[config.mk]
export PLATFORM = sky130hd
export DESIGN_NAME = pic_host_port
export DESIGN_NICKNAME = d
export VERILOG_FILES = /design/src/rtl/pic_rd_pkg.sv /design/src/rtl/pic_cmd_decode.sv /design/src/rtl/pic_mode_regs.sv /design/src/rtl/pic_poll_resolve.sv /design/src/rtl/pic_host_port.sv
export SDC_FILE = /design/constraint.sdc
export NUM_CORES = 1
export LEC_CHECK = 0
export BUFFER_PORTS_ARGS = -buffer_cell sky130_fd_sc_hd__buf_2
export CAP_MARGIN = 15
export CORE_UTILIZATION = 50
export CTS_CLUSTER_SIZE = 25
export DETAILED_ROUTE_END_ITERATION = 12
export PLACE_DENSITY = 0.85
export SETUP_SLACK_MARGIN = 0.2
export SYNTH_ARGS = -nofsm -noshare
export SYNTH_HDL_FRONTEND = slang
export SYNTH_HIERARCHICAL = 1
export SYNTH_SLANG_ARGS = --single-unit
[constraint.sdc]
create_clock -name clk -period 3.6 [get_ports clk]
set_input_delay 0.18 -clock clk [delete_from_list [all_inputs] [get_ports clk]]
set_output_delay 0.18 -clock clk [all_outputs]
set_load 0.01 [all_outputs]
[src/rtl/pic_rd_pkg.sv]
package pic_rd_pkg;

  // Bit positions inside the command word (the even-address write).
  localparam int CW_ESMM = 6;
  localparam int CW_SMM  = 5;
  localparam int CW_TAG1 = 4;
  localparam int CW_TAG0 = 3;
  localparam int CW_POLL = 2;
  localparam int CW_RR   = 1;
  localparam int CW_RIS  = 0;

  typedef enum logic {
    SEL_REQ = 1'b0,
    SEL_SVC = 1'b1
  } rd_sel_e;

  typedef struct packed {
    logic esmm;
    logic smm;
    logic poll;
    logic rr;
    logic ris;
  } cmd_fields_t;

endpackage

[src/rtl/pic_cmd_decode.sv]
module pic_cmd_decode
  import pic_rd_pkg::*;
#(
  parameter int DW = 8
) (
  input  logic          cs,
  input  logic          wr,
  input  logic          a0,
  input  logic [DW-1:0] wdata,
  output logic          mask_wr,
  output logic          cmd_wr,
  output cmd_fields_t   fields
);

  logic wr_act;
  logic tag_ok;

  assign wr_act  = cs & wr;
  assign tag_ok  = (wdata[CW_TAG1] == 1'b0) && (wdata[CW_TAG0] == 1'b1);
  assign mask_wr = wr_act & a0;
  assign cmd_wr  = wr_act & ~a0 & tag_ok;

  always_comb begin
    fields.esmm = wdata[CW_ESMM];
    fields.smm  = wdata[CW_SMM];
    fields.poll = wdata[CW_POLL];
    fields.rr   = wdata[CW_RR];
    fields.ris  = wdata[CW_RIS];
  end

endmodule

[src/rtl/pic_mode_regs.sv]
module pic_mode_regs
  import pic_rd_pkg::*;
#(
  parameter int DW = 8
) (
  input  logic          clk,
  input  logic          rst_n,
  input  logic          mask_wr,
  input  logic          cmd_wr,
  input  logic          poll_rd,
  input  cmd_fields_t   fields,
  input  logic [DW-1:0] wdata,
  output logic [DW-1:0] mask_q,
  output logic          smm_q,
  output rd_sel_e       sel_q,
  output logic          armed_q
);

  always_ff @(posedge clk or negedge rst_n) begin
    if (!rst_n) begin
      mask_q <= '0;
    end else if (mask_wr) begin
      mask_q <= wdata;
    end
  end

  always_ff @(posedge clk or negedge rst_n) begin
    if (!rst_n) begin
      smm_q <= 1'b0;
      sel_q <= SEL_REQ;
    end else if (cmd_wr) begin
      if (fields.esmm) smm_q <= fields.smm;
      if (fields.rr)   sel_q <= fields.ris ? SEL_SVC : SEL_REQ;
    end
  end

  always_ff @(posedge clk or negedge rst_n) begin
    if (!rst_n) begin
      armed_q <= 1'b0;
    end else if (cmd_wr && fields.poll) begin
      armed_q <= 1'b1;
    end else if (poll_rd) begin
      armed_q <= 1'b0;
    end
  end

endmodule

[src/rtl/pic_poll_resolve.sv]
module pic_poll_resolve #(
  parameter int N     = 8,
  parameter int DW    = 8,
  parameter int LVL_W = $clog2(N)
) (
  input  logic [N-1:0]     req,
  input  logic [N-1:0]     mask,
  input  logic [N-1:0]     svc,
  input  logic             smm,
  output logic             any,
  output logic [LVL_W-1:0] level,
  output logic [DW-1:0]    word
);

  // Levels allowed to win: unmasked requests, limited by in-service state.
  function automatic logic [N-1:0] eligible_set(
    input logic [N-1:0] r,
    input logic [N-1:0] m,
    input logic [N-1:0] s,
    input logic         special
  );
    logic [N-1:0] cand;
    logic [N-1:0] above;
    logic         blocked;
    cand    = r & ~m;
    above   = '0;
    blocked = 1'b0;
    for (int i = 0; i < N; i++) begin
      if (s[i]) blocked = 1'b1;
      above[i] = ~blocked;
    end
    if (special) return cand & ~s;
    return cand & above;
  endfunction

  // Index of the lowest set bit (level 0 ranks highest).
  function automatic logic [LVL_W-1:0] first_set(input logic [N-1:0] v);
    logic [LVL_W-1:0] idx;
    idx = '0;
    for (int i = N - 1; i >= 0; i--) begin
      if (v[i]) idx = LVL_W'(i);
    end
    return idx;
  endfunction

  logic [N-1:0] elig;

  assign elig  = eligible_set(req, mask, svc, smm);
  assign any   = |elig;
  assign level = first_set(elig);

  always_comb begin
    word = '0;
    if (any) begin
      word[DW-1]      = 1'b1;
      word[LVL_W-1:0] = level;
    end
  end

endmodule

[src/rtl/pic_host_port.sv]
module pic_host_port
  import pic_rd_pkg::*;
#(
  parameter int N     = 8,
  parameter int DW    = 8,
  parameter int LVL_W = $clog2(N)
) (
  input  logic             clk,
  input  logic             rst_n,
  input  logic             cs,
  input  logic             wr,
  input  logic             rd,
  input  logic             a0,
  input  logic [DW-1:0]    wdata,
  output logic [DW-1:0]    rdata,
  input  logic [N-1:0]     req_bits,
  input  logic [N-1:0]     svc_bits,
  output logic [N-1:0]     mask_bits,
  output logic             smm_active,
  output logic             poll_freeze,
  output logic             poll_ack,
  output logic [LVL_W-1:0] poll_level
);

  logic             mask_wr;
  logic             cmd_wr;
  cmd_fields_t      fields;
  logic [DW-1:0]    mask_q;
  logic             smm_q;
  rd_sel_e          sel_q;
  logic             armed_q;
  logic             rd_act;
  logic             poll_rd;
  logic             win_any;
  logic [LVL_W-1:0] win_lvl;
  logic [DW-1:0]    poll_word;
  logic [DW-1:0]    stat_word;

  pic_cmd_decode #(.DW(DW)) u_dec (
    .cs      (cs),
    .wr      (wr),
    .a0      (a0),
    .wdata   (wdata),
    .mask_wr (mask_wr),
    .cmd_wr  (cmd_wr),
    .fields  (fields)
  );

  pic_mode_regs #(.DW(DW)) u_regs (
    .clk     (clk),
    .rst_n   (rst_n),
    .mask_wr (mask_wr),
    .cmd_wr  (cmd_wr),
    .poll_rd (poll_rd),
    .fields  (fields),
    .wdata   (wdata),
    .mask_q  (mask_q),
    .smm_q   (smm_q),
    .sel_q   (sel_q),
    .armed_q (armed_q)
  );

  pic_poll_resolve #(.N(N), .DW(DW), .LVL_W(LVL_W)) u_res (
    .req   (req_bits),
    .mask  (mask_q[N-1:0]),
    .svc   (svc_bits),
    .smm   (smm_q),
    .any   (win_any),
    .level (win_lvl),
    .word  (poll_word)
  );

  assign rd_act  = cs & rd;
  assign poll_rd = rd_act & armed_q;

  always_comb begin
    stat_word = '0;
    if (a0) begin
      stat_word = mask_q;
    end else if (sel_q == SEL_SVC) begin
      stat_word[N-1:0] = svc_bits;
    end else begin
      stat_word[N-1:0] = req_bits;
    end
  end

  assign rdata       = !rd_act ? '0 : (armed_q ? poll_word : stat_word);
  assign mask_bits   = mask_q[N-1:0];
  assign smm_active  = smm_q;
  assign poll_freeze = armed_q;
  assign poll_ack    = poll_rd & win_any;
  assign poll_level  = poll_ack ? win_lvl : '0;

endmodule

== Yosys cells after proc, flatten, opt, wreduce, memory -nomap -nowiden ==
Cells that the tools add are included.
Storage, ports and cells
  input bits: 30
  output and inout bits: 22
  register bits: 11
Operators by class
  bitwise operators: 22
  muxes and demuxes: 29
  reductions and logical operators: 6
Operator list (count)
  8-bit 2-to-1 mux: 6
  3-bit 2-to-1 mux: 10
  8-bit bitwise AND: 3
  8-bit inverter: 2
  1-bit 2-to-1 mux: 13
  1-bit inverter: 10
  8-bit OR reduction: 1
  1-bit bitwise AND: 7
  2-bit AND reduction: 2
  1-bit logical AND: 2
  2-bit nonzero test: 1

== Longest topological paths before layout ==
  word-level depth: 22
  mapped depth: 7
  gate-level depth less buffers: 6

== By module ==
Netlist, hierarchy kept.
By module, submodules not included
  pic_mode_regs: area each 449.2 µm², sequential area each 275.3 µm², instances 1, cells each 27
  pic_host_port: area each 349.1 µm², sequential area each 0.0 µm², instances 1, cells each 42
  pic_poll_resolve: area each 281.5 µm², sequential area each 0.0 µm², instances 1, cells each 40
  pic_cmd_decode: area each 56.3 µm², sequential area each 0.0 µm², instances 1, cells each 8

== Least setup slack after synthesis ==
No wires, ideal clock.
  path kind: register -> output
  from: register u_regs.mask_q[6]
  to: output port rdata[1]
  slack: 1383 ps
  cell stages (with the launch flop): 7
  path buffers: 0
  arrival: 2037 ps
  cells stage by stage: dfrtp_1 -> or3b_1 -> a2bb2oi_1 -> nor4_1 -> o21ba_1 -> nor2b_1 -> a2111oi_1
Between the ends
  word-level cells in the longest chain between the ends: 15
RTL lines
  start: declaration: line pic_mode_regs.sv:13  | output logic [DW-1:0] mask_q,
  start signal: assignment: line pic_mode_regs.sv:23  | mask_q <= wdata;
  8-bit inverter (*): line pic_poll_resolve.sv:25  | cand = r & ~m;
  8-bit bitwise AND (*): line pic_poll_resolve.sv:25
  8-bit bitwise AND: line pic_poll_resolve.sv:32  | if (special) return cand & ~s;
  8-bit 2-to-1 mux: line pic_poll_resolve.sv:32
  8-bit 2-to-1 mux (*): line pic_poll_resolve.sv:33  | return cand & above;
  3-bit 2-to-1 mux (7 in a row): line pic_poll_resolve.sv:41  | if (v[i]) idx = LVL_W'(i);
  3-bit 2-to-1 mux (*): line pic_poll_resolve.sv:54  | if (any) begin
  via poll_word[1]: line pic_host_port.sv:36  | logic [DW-1:0] poll_word;
  8-bit 2-to-1 mux (*) (2 in a row): line pic_host_port.sv:87  | assign rdata = !rd_act ? '0 : (armed_q ? poll_word : stat_word);
  end: declaration: line pic_host_port.sv:15  | output logic [DW-1:0] rdata,
Mark *: on every way through the listed nets, which the timed path passes. The rest lies on a longest branch. The select of a mux whose other input is x is not followed.

== Worst setup path after layout ==
  from: register u_regs.mask_q[6]
  to: output port rdata[2]
The elaborated chain is that of the path after synthesis.

==> impl_results.md <==
* Die Y at 49.67 um
* ANT nets after route at 0
* Vias in the first global route at 1,059
* Final number of setup-violating endpoints at 0
* Yosys warns at 6
* Initial Utilization at 55.64%
* Count of cell types in the netlist at 36
* Final Util at 66.54%
* Sequential share of power at 40.0%
* Clock Tree Buf Depth at 2
* Asr flop ratio synth at 100.0%
* CP peak stage delay at 0.43 ns
* Clock skew at 0 ns
* Tcrit/Tclk final at 70.61%
* Min Tclk post-route at 2.542 ns
* Fin nets at 193
* Sw Ratio at 38.47%
* Fillers at 182
* Slowest cell on crit path: a2111oi_1
* Drt pass-1 iters at 4
* Fin Setup TNS at 0 ns
* Fin cells at 189
* CTS buffer count at 3
* HP Class: in -> reg
* Reg clk slew, reported paths at 0.07 ns
* Dpl ws at 1.358 ns
* Ys flop type: dfrtp_1
* CTS tree: yes
* CP Class: reg -> out
* Max-cap violations at 0
* Sequential share of the synthesized area at 24.23%
* Power share of the clock group at 15.3%
* Largest net degree at the start of global routing at 22
* Power Density at 379.7 nW/um^2
* Average wire per standard cell at 13.56 um
* Critical path fanouts, max at 4
* Sequential Area at 275.3 um^2
* Clock sink count at 11
* Power Internal at 0.3174 mW
* Core Area at 2042 um^2
* Multi-input gate area at 754.5 um^2
* Combinational share of power at 44.7%
* Cell area after synthesis at 1136 um^2
* Slew Viols, Final at 0
* RSZ-0062 raised after global routing: false
* # port buffers at 51
* Die Wd at 49.67 um
* Total gr overflow at 0
* Worst-Skew Late Latency at 0.26 ns
* Global Route Usage Sum at 22.40%
* Synthesized instance count at 117
* Vias at 1,059
* Hold WS at 0.1490 ns
* Mean Syn Cell Area at 9.710 um^2
* Placed cells at 184
* Post-synthesis register bit count at 11
* Setup slack after layout at 1.058 ns
* DR DRC count at 0
* WP data arrival at 2.36 ns
* Worst vdd ir at 0.3244 mV
* Leak Pwr at 0.6489 nW
* Initial DRC count at 16
* F_max at 0.3934 GHz
* Endpoint type of the worst setup path: primary output
* DP Wirelength at 2.116 mm
* Slew HR at 59.61%
* NetSw at 0.1985 mW
* First-pass GRT wire length at 4.333 mm
* Worst path top cell family by delay: compound AO/OA/AOI/OAI gates
* EDFF count, synth at 0
* Via density at 5.603
* CTS resizes at 0
* IO Pins at 52
* Routability cong. at 0.9430
* Maximum level of the CTS H-tree at 1
* Total die area at 2467 um^2
* Initial antenna violation count at 0
* Crit-path cells: or3b_1 > a2bb2oi_1 > a21oi_1 > nor3b_1 > nor2b_1 > a2111oi_1 > buf_2
* Area Growth Syn to Fin at 19.60%
* Final hold violation count at 0
* Status: completed
* # diodes at 0
* FP Rows at 16
* Slew @ Worst Pin at 0.6036 ns
* Clk root buf: clkbuf_4
* Total wire length at 2.562 mm
* Buf+Inv Stages, Crit Path at 1
* Startpoint class of the critical path: flop
* Layout cell share with drive strength beyond 1 at 41.98%
* Req. time, crit path at 3.42 ns
[layout by cell type, fill, tap and decap left out, types with 2 or more instances in the layout]
cell type / n
buf_2: 51
nor3b_1: 13
dfrtp_1: 11
nor2b_1: 9
mux2i_1: 8
mux2_4: 8
nor2_1: 7
a2111oi_1: 6
nand2_1: 5
conb_1: 4
and2_1: 3
clkbuf_4: 3
and3_1: 2
a2111oi_2: 2
mux2_2: 2
o21bai_1: 2
nand3_1: 2
a21oi_1: 2
nand2b_1: 2
o21ba_1: 2
o221ai_1: 2
[worst paths after layout]
path | cells past startpoint | startpoint | endpoint | slack [ns]
worst max-delay path | 7 | u_regs/mask_q[6] | rdata[2] | 1.06
worst min-delay path | 3 | wdata[2] | u_regs/armed_q | 0.15
worst max register to register | 2 | u_regs/armed_q | u_regs/armed_q | 2.53
worst min register to register | 1 | u_regs/mask_q[6] | u_regs/mask_q[6] | 0.57
max in group asynchronous | 2 | rst_n | u_regs/mask_q[3] | 3.09
min in group asynchronous | 2 | rst_n | u_regs/mask_q[7] | 0.31
[per-layer routing]
layer	track usage [%]	routed length, um	share of wire (%)
met2	40.54	1250	49
met3	1.852	121	4.7
met4	7.619	0	0
met5	0	0	0
met1	27.50	1190	46
[worst register-to-register path: cells and delay by family, from the launching register on]
kind,cells,cell delay [ns]
AO/OA/AOI/OAI,1,0.06
AND/OR/NAND/NOR,1,0.22
flip-flops,1,0.67
[Yosys cell counts, types with 2 or more instances]
cell / n / area (um^2)
a2111oi_1: 6 / 60.06
a2111oi_2: 2 / 30.03
a21oi_1: 2 / 10.01
and2_1: 3 / 18.77
and3_1: 2 / 12.51
buf_4: 10 / 75.07
buf_6: 3 / 33.78
dfrtp_1: 11 / 275.3
mux2_2: 2 / 22.52
mux2_4: 8 / 120.1
mux2i_1: 8 / 80.08
nand2_1: 5 / 18.77
nand2b_1: 2 / 12.51
nand3_1: 2 / 10.01
nor2_1: 7 / 26.28
nor2b_1: 9 / 56.30
nor3b_1: 13 / 97.59
o21ba_1: 2 / 20.02
o21bai_1: 2 / 15.01
o221ai_1: 2 / 17.52
[timing repair]
item	CTS	global route
hold buffers	1	0
hold endpoints to repair	11	0
buffers inserted	0	0
[final cells by class]
type                    instances  share of cell area (%)
multi-input cells              94                   55.53
flip-flops and latches         11                   20.26
repair buffers                 52                   19.52
well taps                      27                   2.486
clock buffers                   4                   1.934
inverters                       1                  0.2762
[flip-flops by register name, summed over array words and instances, names as in the netlist]
name            count
u_regs/sel_q        1
u_regs/smm_q        1
u_regs/mask_q       8
u_regs/armed_q      1
[power by group through the flow]
stage / clock network, mW / logic (mW) / registers [mW]
2_1_floorplan: 0 / 0.190 / 0.186
3_3_place_gp: 0 / 0.226 / 0.205
3_5_place_dp: 0 / 0.230 / 0.208
4_1_cts: 0.0827 / 0.232 / 0.206
5_1_grt: 0.0892 / 0.254 / 0.213
6_report: 0.0792 / 0.231 / 0.206
[cells by family (layout without fill, tap and decap cells)]
| family | Yosys count | after routing | share of synthesized area [%] |
|---|---|---|---|
| AOI/OAI and AO/OA | 21 | 21 | 16.63 |
| buffers and inverters | 15 | 57 | 10.35 |
| DFF | 11 | 11 | 24.23 |
| muxes | 18 | 18 | 19.60 |
| other | 1 | 4 | 0.3301 |
| and+or+nand+nor | 51 | 51 | 28.86 |
[per-stage QoR]
step           cell area (um^2)  power [mW]
2_1_floorplan              1147      0.3763
3_3_place_gp               1323      0.4313
5_1_grt                    1359      0.5565
3_5_place_dp               1323      0.4381
6_report                   1359      0.5159
4_1_cts                    1359      0.5199
Note: power is estimated with default switching activity, not from simulation.
